`config.mk`:
```
export PLATFORM = sky130hd
export DESIGN_NAME = pwm7_gate_logic
export DESIGN_NICKNAME = d
export VERILOG_FILES = /design/src/rtl/pwm7_pkg.sv /design/src/rtl/pwm7_carrier.sv /design/src/rtl/pwm7_sign.sv /design/src/rtl/pwm7_decode.sv /design/src/rtl/pwm7_gate_logic.sv
export SDC_FILE = /design/constraint.sdc
export NUM_CORES = 1
export LEC_CHECK = 0
export ABC_AREA = 1
export BUFFER_PORTS_ARGS = -buffer_cell sky130_fd_sc_hd__buf_2
export CORE_ASPECT_RATIO = 2
export CORE_UTILIZATION = 34
export CTS_CLUSTER_DIAMETER = 50
export DETAILED_ROUTE_END_ITERATION = 12
export GPL_TIMING_DRIVEN = 0
export SLEW_MARGIN = 40
export SYNTH_ARGS = -nofsm -noshare
export SYNTH_HDL_FRONTEND = slang
export SYNTH_SLANG_ARGS = --single-unit
export TNS_END_PERCENT = 100
```
`constraint.sdc`:
```
create_clock -name clk_i -period 5.7 [get_ports clk_i]
set_input_delay 0.57 -clock clk_i [delete_from_list [all_inputs] [get_ports clk_i]]
set_output_delay 0.57 -clock clk_i [all_outputs]
set_load 0.02 [all_outputs]
```
`src/rtl/pwm7_pkg.sv`:
```
package pwm7_pkg;
  localparam int NSW = 7;
  typedef logic [2:0] mode_t;
  localparam mode_t MODE_RESET = 3'd0;
  localparam mode_t MODE_NULL  = 3'd7;
endpackage

```
`src/rtl/pwm7_carrier.sv`:
```
module pwm7_carrier #(
  parameter int CW = 10
) (
  input  logic                 clk_i,
  input  logic                 rst_ni,
  input  logic [CW-1:0]        half_i,
  output logic [CW-1:0]        cnt_o,
  output logic signed [CW+1:0] car_o
);
  logic [CW-1:0] cnt_q, cnt_d;
  logic          up_q, up_d;

  always_comb begin
    cnt_d = cnt_q;
    up_d  = up_q;
    if (half_i == '0) begin
      cnt_d = '0;
      up_d  = 1'b1;
    end else if (up_q) begin
      if (cnt_q >= half_i) begin
        cnt_d = cnt_q - 1'b1;
        up_d  = 1'b0;
      end else begin
        cnt_d = cnt_q + 1'b1;
      end
    end else begin
      if (cnt_q == '0) begin
        cnt_d = {{(CW-1){1'b0}}, 1'b1};
        up_d  = 1'b1;
      end else begin
        cnt_d = cnt_q - 1'b1;
      end
    end
  end

  always_ff @(posedge clk_i or negedge rst_ni) begin
    if (!rst_ni) begin
      cnt_q <= '0;
      up_q  <= 1'b1;
    end else begin
      cnt_q <= cnt_d;
      up_q  <= up_d;
    end
  end

  assign cnt_o = cnt_q;
  assign car_o = $signed({1'b0, cnt_q, 1'b0}) - $signed({2'b00, half_i});
endmodule

```
`src/rtl/pwm7_sign.sv`:
```
module pwm7_sign #(
  parameter int CW = 10,
  parameter int RW = 12
) (
  input  logic signed [CW+1:0] car_i,
  input  logic [CW-1:0]        half_i,
  input  logic signed [RW-1:0] ref_i,
  output logic                 pos_o
);
  localparam int XW = ((RW > CW + 2) ? RW : CW + 2) + 1;

  logic signed [XW-1:0] car_x, ref_x, hi_x, lo_x, lim_x, diff_x;

  assign car_x = {{(XW-CW-2){car_i[CW+1]}}, car_i};
  assign ref_x = {{(XW-RW){ref_i[RW-1]}}, ref_i};
  assign hi_x  = {{(XW-CW){1'b0}}, half_i};
  assign lo_x  = -hi_x;

  always_comb begin
    if (ref_x > hi_x)      lim_x = hi_x;
    else if (ref_x < lo_x) lim_x = lo_x;
    else                   lim_x = ref_x;
  end

  assign diff_x = car_x - lim_x;
  assign pos_o  = ~diff_x[XW-1];
endmodule

```
`src/rtl/pwm7_decode.sv`:
```
module pwm7_decode
  import pwm7_pkg::*;
(
  input  logic [2:0]     pos_i,
  output logic [NSW-1:0] gate_o,
  output mode_t          mode_o
);
  logic all_eq;
  assign all_eq = (&pos_i) | ~(|pos_i);

  genvar k;
  generate
    for (k = 0; k < 3; k++) begin : g_leg
      assign gate_o[k]   = pos_i[2-k] | all_eq;
      assign gate_o[k+3] = ~pos_i[2-k] | all_eq;
    end
  endgenerate
  assign gate_o[6] = ~all_eq;

  always_comb begin
    case (pos_i)
      3'b110:  mode_o = 3'd1;
      3'b101:  mode_o = 3'd2;
      3'b100:  mode_o = 3'd3;
      3'b011:  mode_o = 3'd4;
      3'b010:  mode_o = 3'd5;
      3'b001:  mode_o = 3'd6;
      default: mode_o = MODE_NULL;
    endcase
  end
endmodule

```
`src/rtl/pwm7_gate_logic.sv`:
```
module pwm7_gate_logic
  import pwm7_pkg::*;
#(
  parameter int CW = 10,
  parameter int RW = 12
) (
  input  logic                 clk_i,
  input  logic                 rst_ni,
  input  logic [CW-1:0]        half_i,
  input  logic signed [RW-1:0] ref1_i,
  input  logic signed [RW-1:0] ref2_i,
  input  logic signed [RW-1:0] ref3_i,
  output logic [6:0]           gate_o,
  output logic [2:0]           mode_o
);
  logic [CW-1:0]        cnt;
  logic signed [CW+1:0] car;
  logic [2:0]           pos;
  logic [RW-1:0]        refs [3];
  logic [NSW-1:0]       gate_d, gate_q;
  mode_t                mode_d, mode_q;

  assign refs[0] = ref1_i;
  assign refs[1] = ref2_i;
  assign refs[2] = ref3_i;

  pwm7_carrier #(.CW(CW)) u_car (
    .clk_i  (clk_i),
    .rst_ni (rst_ni),
    .half_i (half_i),
    .cnt_o  (cnt),
    .car_o  (car)
  );

  genvar p;
  generate
    for (p = 0; p < 3; p++) begin : g_ph
      pwm7_sign #(.CW(CW), .RW(RW)) u_sign (
        .car_i  (car),
        .half_i (half_i),
        .ref_i  ($signed(refs[p])),
        .pos_o  (pos[2-p])
      );
    end
  endgenerate

  pwm7_decode u_dec (
    .pos_i  (pos),
    .gate_o (gate_d),
    .mode_o (mode_d)
  );

  always_ff @(posedge clk_i or negedge rst_ni) begin
    if (!rst_ni) begin
      gate_q <= '0;
      mode_q <= MODE_RESET;
    end else begin
      gate_q <= gate_d;
      mode_q <= mode_d;
    end
  end

  assign gate_o = gate_q;
  assign mode_o = mode_q;
endmodule

```
==> results.tsv <==
stage	metric	value	unit
yosys	area leader, netlist	ha_1	
floorplanning	Starting Density	34.7	%
cells_and_area	Sequential Area	527	µm²
clock_network	H-tree level count	1	
clock_network	CTS hold repair buffers	0	
floorplanning	Cell Rows	64	
yosys	post-synth cell types	41	
setup_path	reg-to-reg critical path startpoint	u_car.cnt_o[0]$_DFF_PN0_	
setup_path	Worst R2R Setup Slack	1.48	ns
placement	Final HPWL DP	15400	µm
clock_network	clk sink count	21	
yosys	Yosys Warn Count	0	
sta	Worst Tran Pin Value	0.685	ns
cells_and_area	Fillers	1724	
detailed_routing	routed vias	5702	
floorplanning	IO Count	58	
setup_path	crit end category	flop	
clock_network	CTS tree	done	
placement	IO buf count	55	
setup_path	CP dominant cell by count	nand2_1	
setup_path	critical path class	input port to flop	
clock_network	Root Driver	clkbuf_16	
cells_and_area	Non-Filler Instances	1069	
floorplanning	Die ar.	0.0161	mm²
cells_and_area	fin nets	1033	
cells_and_area	Layout Area Growth over Synthesis	13.7	%
setup_path	Reg-to-Reg End	gate_o[6]$_DFF_PN0_	
detailed_routing	initial DRC count	234	
outcome	outcome	completed	
sta	# setup viols final	0	
clock_network	CTS buffer count	3	
sta	setup ws final	0.433	ns
yosys	asr flop ratio synth	100	%
detailed_routing	DRC	0	
pwr	Leak	0.00310	µW
pwr	maximum vdd ir drop	0.000223	V
sta	Tcrit/Tclk final	92.4	%
clock_network	worst-skew pair later-pin latency	0.26	ns
global_routing	first-pass GRT wire length	28200	µm
min_path	worst hold path type	input port to asynchronous set/reset pin	
cells_and_area	Design Area, Final	0.00603	mm²
placement	DP Area	0.00585	mm²
yosys	Synth Register Bits	21	
detailed_routing	total wire length	17800	µm
cells_and_area	proportion of layout cells with a drive suffix above 1	17.1	%
pwr	PD cells	370	mW/mm²
clock_network	Worst-path clk slew	0.06	ns
detailed_routing	vias per cell	5.33	
yosys	EDFF count, synth	0	
yosys	Synth area leaders	ha_1, nand2_1, dfrtp_1	
floorplanning	height of the die	179	µm
flow_run	Max Cap Viol	0	
setup_path	crit path max fanout	10	
global_routing	total global routing track utilization	22.7	%
cells_and_area	Multi-input gate area	0.00438	mm²
sta	final hold vios	0	
yosys	post-synth top area share	26.4	%
cells_and_area	n_diodes	0	
setup_path	crit path launch type	input port	
clock_network	clock buffer depth	2	
yosys	Synth Instances	804	
sta	worst-case headroom to the max-slew limit	53.8	%
global_routing	grt ovf	0	
detailed_routing	Initial DRT Pass Iterations	5	
placement	Place WS	-0.725	ns
placement	Inst Count DP	1058	
global_routing	pin count of the biggest net entering global routing	22	
yosys	sequential cell area fraction in the yosys report	9.93	%
global_routing	vias in the first global route	5765	
yosys	Mean Syn Cell Area	6.60	µm²
setup_path	Req. time, crit path	5.85	ns
sta	Worst Clk Skew	0.00309	ns
setup_path	CP arrival	5.42	ns
yosys	syn_nets	965	
detailed_routing	WL/cell	16.7	µm
global_routing	antenna violations before repair	0	
sta	maximum clock rate	190	MHz
placement	gp weighted congestion	0.901	
sta	post-layout min period	5.27	ns
floorplanning	Chip Width	90.3	µm
sta	max-slew violations	0	
setup_path	Crit path largest cell delay	0.30	ns
yosys	synthesized area	0.00531	mm²
setup_path	R2R cell count	24	
detailed_routing	DRT antenna net count	0	
setup_path	CP max stage cell	nor4_4	
floorplanning	Core Region	0.0153	mm²
yosys	top_reg_cell synth	dfrtp_1	
## repair_timing
item / 4_1_cts / 5_1_grt
endpoints found under the setup margin: 10 / 10
setup buffers: 0 / 7
resized for setup: 7 / 4
pin swaps: 0 / 1
## cell usage after synthesis, types with 2 or more instances
cell and number:
clkbuf_1 9, nand2_2 26, nor4_1 5, a2111oi_0 2
nor2_4 4, nand2_1 164, nand4_1 10, dfrtp_1 20
nor2_1 60, a31oi_1 3, inv_1 89, o21ai_0 63
a21oi_1 51, mux2i_1 2, nand3b_1 4, o21ai_1 7
xnor2_1 6, o221a_2 2, ha_1 112, nor3_1 12
xor2_1 16, buf_2 5, nor2_2 6, a211oi_1 7
nand3_1 54, inv_2 12, nand3_2 6, nand2_4 7
o211ai_1 28
## registers in the layout (all words and copies together) (netlist names)
| name | flops |
|---|---|
| u_car.cnt_o | 10 |
| gate_o | 7 |
| mode_o | 3 |
| u_car.up_q | 1 |
## logic make-up after synthesis
logic type / count (synthesis) / share of synthesized area [%]
fa+ha+maj: 113 / 26.8
simple gates: 361 / 32.5
compound gates: 168 / 18.3
buf+inv: 117 / 8.46
xor+xnor: 22 / 3.63
mux: 2 / 0.377
flops: 21 / 9.93
## area by class of cell
type                            count  share of cell area, %
Buffer                             15                   1.18
Tap cell                          198                   4.11
Clock buffer                        3                   1.24
Sequential cell                    21                   8.73
Inverter                          102                   6.53
Clock inverter                      1                 0.0830
Timing Repair Buffer               63                   5.52
Multi-Input combinational cell    666                   72.6
## how the worst max path moves through the flow
stage | from | end | slack, ns | cells past startpoint
2_1_floorplan | half_i[1] | gate_o[6]$_DFF_PN0_ | 0.56 | 32
3_3_place_gp | half_i[0] | gate_o[6]$_DFF_PN0_ | -1.42 | 36
3_5_place_dp | half_i[0] | gate_o[6]$_DFF_PN0_ | -0.73 | 37
4_1_cts | half_i[0] | gate_o[6]$_DFF_PN0_ | 0.07 | 36
5_1_grt | half_i[0] | gate_o[6]$_DFF_PN0_ | -0.003 | 36
6_report | half_i[0] | gate_o[6]$_DFF_PN0_ | 0.43 | 36
## critical path, delay by kind of cell
family                   cells  cell delay [ns]
AND/OR/NAND/NOR             18             1.93
buffers and inverters       10             1.29
AO/OA/AOI/OAI                5             0.86
adder cells (fa/ha/maj)      3             0.77
## cell usage in the layout, fill, tap and decap left out, types with 6 or more instances in the layout
cell type    n
a211oi_1     6
a21oi_1     51
buf_2       59
buf_4        8
clkbuf_1     9
dfrtp_1     20
ha_1       112
inv_1       87
inv_2       12
nand2_1    164
nand2_2     26
nand2_4      7
nand3_1     54
nand3_2      6
nand4_1     10
nor2_1      60
nor2_2       6
nor3_1      12
o211ai_1    28
o21ai_0     62
o21ai_1      7
xnor2_1      6
xor2_1      16
## where the power goes
part           total (µW)  switching, µW  internal (µW)
Clock                 150           56.0           94.4
Combinational        1790           1130            666
Sequential            290           62.0            228
Total                2230           1240            988
## metal layers
metal	GRT usage [%]	part of all wire (%)	up-vias
met4	21.8	10	0
met3	1.65	2.4	74
met1	19.0	32	2600
met2	45.5	55	137
li1	-	-	2891
met5	0	0	-
## per-stage QoR
stage,total power (µW),hold WS (ns),TNS [ns],util (%)
after floorplan,1590,0.274,0,-
after global placement,2020,0.565,-12.90,38.1
after detailed placement,2040,0.568,-5.74,38.2
after CTS,2220,0.289,0,39.0
after global routing,2480,0.306,-0.00293,39.4
final,2230,0.273,0,39.4
No activity file was read; power rests on OpenSTA's default activity.
